<file path="src/rtl/tsw_pkg.sv">
package tsw_pkg;
  // control register layout (fields decoded by the datapath keep fixed positions)
  localparam int unsigned CR_SPLIT  = 7;
  localparam int unsigned CR_PROC   = 6;
  localparam int unsigned CR_SEL_HI = 4;
  localparam int unsigned CR_SEL_LO = 3;
  localparam logic [7:0]  CR_KEEP   = 8'hDB;
  localparam logic [7:0]  CMH_KEEP  = 8'h05;

  localparam logic [1:0] SEL_NONE = 2'b00;
  localparam logic [1:0] SEL_DM   = 2'b01;
  localparam logic [1:0] SEL_CML  = 2'b10;
  localparam logic [1:0] SEL_CMH  = 2'b11;

  typedef enum logic [2:0] {
    TGT_NONE,
    TGT_CTRL,
    TGT_DM,
    TGT_CML,
    TGT_CMH
  } tgt_e;
endpackage

</file>
<file path="src/rtl/tsw_ctrl_reg.sv">
module tsw_ctrl_reg
  import tsw_pkg::*;
#(
  parameter int unsigned STREAM_W = 2
) (
  input  logic                clk_i,
  input  logic                rst_ni,
  input  logic                wr_i,
  input  logic [7:0]          wdata_i,
  output logic [7:0]          ctrl_o,
  output logic                split_o,
  output logic                proc_en_o,
  output logic [1:0]          sel_o,
  output logic [STREAM_W-1:0] stream_o
);
  logic [7:0] ctrl_q;

  always_ff @(posedge clk_i or negedge rst_ni) begin
    if (!rst_ni)   ctrl_q <= '0;
    else if (wr_i) ctrl_q <= wdata_i & CR_KEEP;
  end

  assign ctrl_o    = ctrl_q;
  assign split_o   = ctrl_q[CR_SPLIT];
  assign proc_en_o = ctrl_q[CR_PROC];
  assign sel_o     = ctrl_q[CR_SEL_HI:CR_SEL_LO];
  assign stream_o  = ctrl_q[STREAM_W-1:0];


  proc_en_follow_chk: assert property (@(posedge clk_i) disable iff (!rst_ni)
    wr_i |=> proc_en_o == $past(wdata_i[CR_PROC]));


  ctrl_hold_chk: assert property (@(posedge clk_i) disable iff (!rst_ni)
    !wr_i |=> $stable(ctrl_o));
endmodule

</file>
<file path="src/rtl/tsw_route.sv">
module tsw_route
  import tsw_pkg::*;
#(
  parameter int unsigned STREAM_W = 2,
  parameter int unsigned CHAN_W   = 5,
  localparam int unsigned ADDR_W  = CHAN_W + 1,
  localparam int unsigned MEM_AW  = STREAM_W + CHAN_W
) (
  input  logic [ADDR_W-1:0]   addr_i,
  input  logic [7:0]          wdata_i,
  input  logic                rd_i,
  input  logic                wr_i,
  input  logic                split_i,
  input  logic [1:0]          sel_i,
  input  logic [STREAM_W-1:0] stream_i,
  output logic                ctrl_wr_o,
  output tgt_e                rd_tgt_o,
  output logic [MEM_AW-1:0]   mem_addr_o,
  output logic [7:0]          mem_wdata_o,
  output logic                dm_rd_o,
  output logic                cml_rd_o,
  output logic                cml_wr_o,
  output logic                cmh_rd_o,
  output logic                cmh_wr_o
);
  logic mem_hit;
  tgt_e wr_tgt;

  assign mem_hit = addr_i[ADDR_W-1];

  always_comb begin
    if (!mem_hit)     rd_tgt_o = TGT_CTRL;
    else if (split_i) rd_tgt_o = TGT_DM;
    else begin
      case (sel_i)
        SEL_DM:  rd_tgt_o = TGT_DM;
        SEL_CML: rd_tgt_o = TGT_CML;
        SEL_CMH: rd_tgt_o = TGT_CMH;
        default: rd_tgt_o = TGT_NONE;
      endcase
    end
  end

  // data memory is read-only from the host: no write target for it
  always_comb begin
    if (!mem_hit)     wr_tgt = TGT_CTRL;
    else if (split_i) wr_tgt = TGT_CML;
    else begin
      case (sel_i)
        SEL_CML: wr_tgt = TGT_CML;
        SEL_CMH: wr_tgt = TGT_CMH;
        default: wr_tgt = TGT_NONE;
      endcase
    end
  end

  assign mem_addr_o  = {stream_i, addr_i[CHAN_W-1:0]};
  assign mem_wdata_o = (wr_tgt == TGT_CMH) ? (wdata_i & CMH_KEEP) : wdata_i;

  assign ctrl_wr_o = wr_i && (wr_tgt == TGT_CTRL);
  assign dm_rd_o   = rd_i && (rd_tgt_o == TGT_DM);
  assign cml_rd_o  = rd_i && (rd_tgt_o == TGT_CML);
  assign cmh_rd_o  = rd_i && (rd_tgt_o == TGT_CMH);
  assign cml_wr_o  = wr_i && (wr_tgt == TGT_CML);
  assign cmh_wr_o  = wr_i && (wr_tgt == TGT_CMH);
endmodule

</file>
<file path="src/rtl/tsw_rdata.sv">
module tsw_rdata
  import tsw_pkg::*;
(
  input  logic       clk_i,
  input  logic       rst_ni,
  input  logic       rd_i,
  input  tgt_e       rd_tgt_i,
  input  logic [7:0] ctrl_i,
  input  logic [7:0] dm_rdata_i,
  input  logic [7:0] cml_rdata_i,
  input  logic [7:0] cmh_rdata_i,
  output logic [7:0] rdata_o
);
  logic [7:0] rdata_d, rdata_q;

  always_comb begin
    case (rd_tgt_i)
      TGT_CTRL: rdata_d = ctrl_i;
      TGT_DM:   rdata_d = dm_rdata_i;
      TGT_CML:  rdata_d = cml_rdata_i;
      TGT_CMH:  rdata_d = cmh_rdata_i & CMH_KEEP;
      default:  rdata_d = '0;
    endcase
  end

  always_ff @(posedge clk_i or negedge rst_ni) begin
    if (!rst_ni)   rdata_q <= '0;
    else if (rd_i) rdata_q <= rdata_d;
  end

  assign rdata_o = rdata_q;


  rdata_hold_chk: assert property (@(posedge clk_i) disable iff (!rst_ni)
    !rd_i |=> $stable(rdata_o));


  cmh_mask_chk: assert property (@(posedge clk_i) disable iff (!rst_ni)
    (rd_i && rd_tgt_i == TGT_CMH) |=> (rdata_o & ~CMH_KEEP) == 8'h00);


  reserved_zero_chk: assert property (@(posedge clk_i) disable iff (!rst_ni)
    (rd_i && rd_tgt_i == TGT_NONE) |=> rdata_o == 8'h00);
endmodule

</file>
<file path="src/rtl/tsw_host_access.sv">
module tsw_host_access
  import tsw_pkg::*;
#(
  parameter int unsigned STREAM_W = 2,
  parameter int unsigned CHAN_W   = 5,
  localparam int unsigned ADDR_W  = CHAN_W + 1,
  localparam int unsigned MEM_AW  = STREAM_W + CHAN_W
) (
  input  logic              clk_i,
  input  logic              rst_ni,
  input  logic [ADDR_W-1:0] addr_i,
  input  logic [7:0]        wdata_i,
  input  logic              rd_i,
  input  logic              wr_i,
  output logic [7:0]        rdata_o,
  output logic              proc_en_o,
  output logic [MEM_AW-1:0] mem_addr_o,
  output logic [7:0]        mem_wdata_o,
  output logic              dm_rd_o,
  input  logic [7:0]        dm_rdata_i,
  output logic              cml_rd_o,
  output logic              cml_wr_o,
  input  logic [7:0]        cml_rdata_i,
  output logic              cmh_rd_o,
  output logic              cmh_wr_o,
  input  logic [7:0]        cmh_rdata_i
);
  logic [7:0]          ctrl;
  logic                split;
  logic [1:0]          sel;
  logic [STREAM_W-1:0] stream;
  logic                ctrl_wr;
  tgt_e                rd_tgt;

  tsw_ctrl_reg #(.STREAM_W(STREAM_W)) i_ctrl_reg (
    .clk_i     (clk_i),
    .rst_ni    (rst_ni),
    .wr_i      (ctrl_wr),
    .wdata_i   (wdata_i),
    .ctrl_o    (ctrl),
    .split_o   (split),
    .proc_en_o (proc_en_o),
    .sel_o     (sel),
    .stream_o  (stream)
  );

  tsw_route #(.STREAM_W(STREAM_W), .CHAN_W(CHAN_W)) i_route (
    .addr_i      (addr_i),
    .wdata_i     (wdata_i),
    .rd_i        (rd_i),
    .wr_i        (wr_i),
    .split_i     (split),
    .sel_i       (sel),
    .stream_i    (stream),
    .ctrl_wr_o   (ctrl_wr),
    .rd_tgt_o    (rd_tgt),
    .mem_addr_o  (mem_addr_o),
    .mem_wdata_o (mem_wdata_o),
    .dm_rd_o     (dm_rd_o),
    .cml_rd_o    (cml_rd_o),
    .cml_wr_o    (cml_wr_o),
    .cmh_rd_o    (cmh_rd_o),
    .cmh_wr_o    (cmh_wr_o)
  );

  tsw_rdata i_rdata (
    .clk_i       (clk_i),
    .rst_ni      (rst_ni),
    .rd_i        (rd_i),
    .rd_tgt_i    (rd_tgt),
    .ctrl_i      (ctrl),
    .dm_rdata_i  (dm_rdata_i),
    .cml_rdata_i (cml_rdata_i),
    .cmh_rdata_i (cmh_rdata_i),
    .rdata_o     (rdata_o)
  );


  ctrl_no_mem_chk: assert property (@(posedge clk_i) disable iff (!rst_ni)
    !addr_i[ADDR_W-1] |-> !(dm_rd_o || cml_rd_o || cmh_rd_o || cml_wr_o || cmh_wr_o));


  one_reader_chk: assert property (@(posedge clk_i) disable iff (!rst_ni)
    $onehot0({dm_rd_o, cml_rd_o, cmh_rd_o}));


  split_route_chk: assert property (@(posedge clk_i) disable iff (!rst_ni)
    (proc_en_o || !proc_en_o) && addr_i[ADDR_W-1] && wr_i && split |-> cml_wr_o && !cmh_wr_o);


  dm_no_write_chk: assert property (@(posedge clk_i) disable iff (!rst_ni)
    (!split && sel == SEL_DM) |-> !(cml_wr_o || cmh_wr_o));


  cmh_wdata_chk: assert property (@(posedge clk_i) disable iff (!rst_ni)
    cmh_wr_o |-> (mem_wdata_o & ~CMH_KEEP) == 8'h00);
endmodule

</file>
<file path="config.mk">
export PLATFORM = sky130hd
export DESIGN_NAME = tsw_host_access
export DESIGN_NICKNAME = d
export VERILOG_FILES = /design/src/rtl/tsw_pkg.sv /design/src/rtl/tsw_ctrl_reg.sv /design/src/rtl/tsw_route.sv /design/src/rtl/tsw_rdata.sv /design/src/rtl/tsw_host_access.sv
export SDC_FILE = /design/constraint.sdc
export NUM_CORES = 1
export LEC_CHECK = 0
export ABC_AREA = 1
export BUFFER_PORTS_ARGS = -buffer_cell sky130_fd_sc_hd__buf_2
export CAP_MARGIN = 15
export CORE_UTILIZATION = 42
export DETAILED_ROUTE_END_ITERATION = 16
export HOLD_SLACK_MARGIN = 0.1
export PLACE_DENSITY = 0.87
export SLEW_MARGIN = 20
export SYNTH_ARGS = -nofsm -noshare
export SYNTH_HDL_FRONTEND = slang
export SYNTH_HIERARCHICAL = 1
export SYNTH_SLANG_ARGS = --single-unit
</file>
<file path="constraint.sdc">
create_clock -name clk_i -period 2.1 [get_ports clk_i]
set_input_delay 0.21 -clock clk_i [delete_from_list [all_inputs] [get_ports clk_i]]
set_output_delay 0.21 -clock clk_i [all_outputs]
set_load 0.02 [all_outputs]
</file>
# After elaboration in Yosys (flattened, before gate mapping)
# Index checks and enable logic that the tools add are counted.
# totals
out_inout_bits	29
register_bits	14
inputBits	42
word_cells	26
# op_classes
mux	8
n_eq_ne	10
reduce_logical	6
# ops
cell	count
$pmux W8 S4	1
$mux W3	4
$eq A3 B2 Y1 const B	3
$pmux W3 S3	1
$mux W8	1
$eq A3 B1 Y1 const B	2
$eq A3 B3 Y1 const B	2
$logic_and A1 B1 Y1	6
$pmux W3 S2	1
$eq A2 B2 Y1 const B	2
$eq A2 B1 Y1 const B	1

# Logic depth before layout (Yosys ltp)
# depth
ltp_word	6
mapped_depth	11
ltp_nobuf	10

# By module
# The synthesis kept the hierarchy.
# modules_own_cells
module	area_per_inst_um2	cells_per_inst	instances	seq_area_each_um2
tsw_rdata	553.0	80	1	200.2
tsw_ctrl_reg	285.3	34	1	150.1
tsw_route	276.5	48	1	0.0

# Worst setup path after synthesis
# No wires, ideal clock.
# synth_timing
path_kind	register to register
start	register i_ctrl_reg.ctrl_q[3], in the netlist i_ctrl_reg/ctrl_o[3]
end	register i_rdata.rdata_q[0], in the netlist i_rdata/rdata_o[0]
n_path_buf	2
setup_ps	121
required_ps	1979
t_arrival_ps	1524
setup_slack_ps	455
stages_incl_launch_ff	11
period_less_slack_ps	1645
cell_sequence	dfrtp_1 -> buf_4 -> inv_1 -> ha_1 -> a21boi_0 -> buf_6 -> inv_1 -> nand4_1 -> nand2_1 -> o21bai_1 -> nand2_1
# synth_between
elab_chain_len	6
word_cells_on_any_way	11
cone_classes	7 x eq/ne; 4 x mux
# synth_lines
element	line_no	text
start, declared	tsw_ctrl_reg.sv:16	logic [7:0] ctrl_q;
start signal, assigned	tsw_ctrl_reg.sv:20	else if (wr_i) ctrl_q <= wdata_i & CR_KEEP;
$eq A2 B2 Y1 / $eq A2 B1 Y1 (equally long branches)	tsw_route.sv:35	case (sel_i)
$pmux W3 S3 (*)	tsw_route.sv:35	
$mux W3 (*)	tsw_route.sv:33	else if (split_i) rd_tgt_o = TGT_DM;
$mux W3 (*)	tsw_route.sv:32	if (!mem_hit) rd_tgt_o = TGT_CTRL;
via rd_tgt[1]	tsw_host_access.sv:33	tgt_e rd_tgt;
$eq A3 B3 Y1 (tied with other cells)	tsw_rdata.sv:17	case (rd_tgt_i)
$pmux W8 S4 (*)	tsw_rdata.sv:17	
end signal, assigned	tsw_rdata.sv:28	else if (rd_i) rdata_q <= rdata_d;
end, declared	tsw_rdata.sv:14	logic [7:0] rdata_d, rdata_q;
# Mark *: on every way through the listed nets, which the timed path passes. The rest lies on a longest branch.
# A chain may end at the register's enable or synchronous reset.

# Worst setup path in the final report
# layout_timing
start	register i_ctrl_reg.ctrl_q[3], in the netlist i_ctrl_reg/ctrl_o[3]
end	register i_rdata.rdata_q[3], in the netlist i_rdata/rdata_o[3]
# The elaborated chain is that of the path after synthesis.

==> flow_metrics.tcl <==
set metrics [dict create \
    setup_slack_ns 0.379 \
    seq_area_sq_um 350 \
    grt_pass1_wl_um 3440 \
    post-place-ws_ns 0.409 \
    yosysTopAreaCell "dfrtp_1" \
    grt_max_degree 15 \
    syn2layout_area_growth_pct 18.0 \
    antenna_found_initial 0 \
    rsz0062_at_grt "no" \
    setup_viol 0 \
    cts_resized 0 \
    ys_seq_area_share_pct 31.4 \
    cp.required_ns 2.32 \
    cp-startpoint "i_ctrl_reg/ctrl_o[3]" \
    crit_type "flip-flop to flip-flop" \
    cts_buffers 3 \
    start_util_pct 44.6 \
    port_buffers 52 \
    synthTopCellsByArea "dfrtp_1 31%, nand2_1 21%, buf_4 12%" \
    clock-root-buffer "clkbuf_4" \
    max_stage_delay_ns 0.40 \
    drcViolationCount 0 \
    final_util_pct 52.6 \
    die_w_um 53.5 \
    diodes 0 \
    period_minus_slack_ns 1.72 \
    max_freq_mhz 581 \
    clk_latency_ns 0.28 \
    min_period_over_period_pct 82.0 \
    h-tree-depth 1 \
    drtIter0Drc 27 \
    ios 71 \
    p_leak_nw 0.799 \
    die_area_sq_mm 0.00286 \
    cp_top_family "simple AND/OR/NAND/NOR gates" \
    wire_per_inst_um 10.1 \
    fin_skew_ns 0.00611 \
    ys_types 18 \
    worstHoldStart "wdata_i[7]" \
    place_congestion 0.773 \
    maxCapViolCount 0 \
    dp_hpwl_um 1800 \
    grt_overflow 0 \
    viasPerCell 4.59 \
    vias 1060 \
    die_y_um 53.5 \
    nets 247 \
    grt_pass1_vias 826 \
    path_buf_inv 2 \
    ir_worst_vdd_uv 372 \
    hold_buffers 1 \
    ctsLongestPathBuffers 2 \
    ys_warn_count 6 \
    detail-route-antenna-nets 0 \
    drt_first_pass_iters 4 \
    p_per_area_mw_per_mm2 657 \
    status "complete, no violations" \
    holdCritPathClass "input port to flip-flop" \
    postSynthAreaPerCell_sq_um 6.88 \
    fillers 255 \
    synth_area_sq_mm 0.00111 \
    worst_ep_arrival_time_ns 1.94 \
    final_cell_mix "63 x nand2_1, 52 x buf_2, 14 x dfrtp_1" \
    hold_slack_ns 0.143 \
    core_sq_mm 0.00250 \
    cp-start-kind "flip-flop" \
    slowest_stage "dfrtp_1" \
    layout_commonest_cell "nand2_1" \
    path_cells "inv_1, ha_1, a21boi_0, buf_4, nor3_1, nand2_1, nand3_1, nand2_1, nand2_1" \
    synthCells 162 \
    synth_top_area_share_pct 31.4 \
    end_kind "flip-flop" \
    layout-drive-gt1-share_pct 33.3 \
    cts_tree "built" \
    cts_sinks 14 \
    final_cell_area_sq_mm 0.00132 \
    place_area_sq_mm 0.00127 \
    fp-row-count 18 \
    place_inst 226 \
    synth_seq_cells 14 \
    regToRegStartpoint "i_ctrl_reg/ctrl_o[3]" \
    track_usage_pct 16.5 \
    crit_path_frequent_cell "nand2_1" \
    power.total_mw 0.863 \
    crit_fanout 8 \
    wl_um 2330 \
    multi_input_area_sq_um 549 \
    post-cts-setup-buffers 0 \
    setup_tns_ns 0 \
    path_clk_slew_ns 0.09 \
    final_cells 231 \
    finalMaxSlewViolations 0 \
    finalHoldViolations 0 \
]
## worst paths after layout
| kind | end | slack, ns | cells past startpoint |
|---|---|---|---|
| worst max-delay path | i_rdata/rdata_o[3] | 0.38 | 9 |
| worst min-delay path | i_ctrl_reg/ctrl_o[7] | 0.14 | 3 |
| worst max register to register | i_rdata/rdata_o[3] | 0.38 | 9 |
| worst min register to register | i_rdata/rdata_o[6] | 0.48 | 2 |
| max in group asynchronous | i_ctrl_reg/ctrl_o[4] | 1.50 | 2 |
| min in group asynchronous | i_rdata/rdata_o[0] | 0.36 | 2 |
## state kept, by name, summed over array words and instances, names as in the netlist
name / count
i_rdata/rdata_o: 8
i_ctrl_reg/ctrl_o: 6
## per-layer routing
metal  global-route usage, %  part of all wire (%)
met1                    19.2                    46
met2                    29.2                    47
met3                    4.89                   6.8
met4                    4.39                  0.26
met5                       0                     0
## worst register-to-register path, delay by kind of cell (launching register included)
kind	cells	cell delay, ns
adders and majority gates	1	0.32
and+or+nand+nor	5	0.61
DFF	1	0.40
AOI/OAI and AO/OA	1	0.09
buffers and inverters	2	0.25
## Yosys cell counts
cell      number
nand3_4        1
conb_1         1
o21bai_1       2
nand4_1       11
nor2_4         3
buf_2          1
buf_4         18
inv_2          4
a21boi_0       1
nand2_1       63
inv_1         11
nor3_1         2
nor2_1        13
nand2_4        1
nand3_1       11
buf_6          2
dfrtp_1       14
ha_1           3
## cell type report
class,instances,share of cell area [%]
sequential,14,26.6
multi-input combinational,113,41.8
tap,30,2.85
timing repair buffer,55,21.7
inverter,15,4.28
clock buffer,4,2.76
## cells by family (layout without fill, tap and decap cells)
kind of cell | count (synthesis) | in the layout | synth area share (%)
buffers and inverters | 36 | 74 | 19.6
flip-flops | 14 | 14 | 31.4
adder cells (fa/ha/maj) | 3 | 3 | 3.37
other | 1 | 2 | 0.336
AO/OA/AOI/OAI | 3 | 3 | 2.02
AND/OR/NAND/NOR | 105 | 105 | 43.2
## power by group
part / internal [mW] / switching [mW] / total (mW)
Clock: 0.105 / 0.0867 / 0.192
Sequential: 0.311 / 0.0292 / 0.341
Combinational: 0.121 / 0.210 / 0.331
Power figures use the tool's default switching activity.
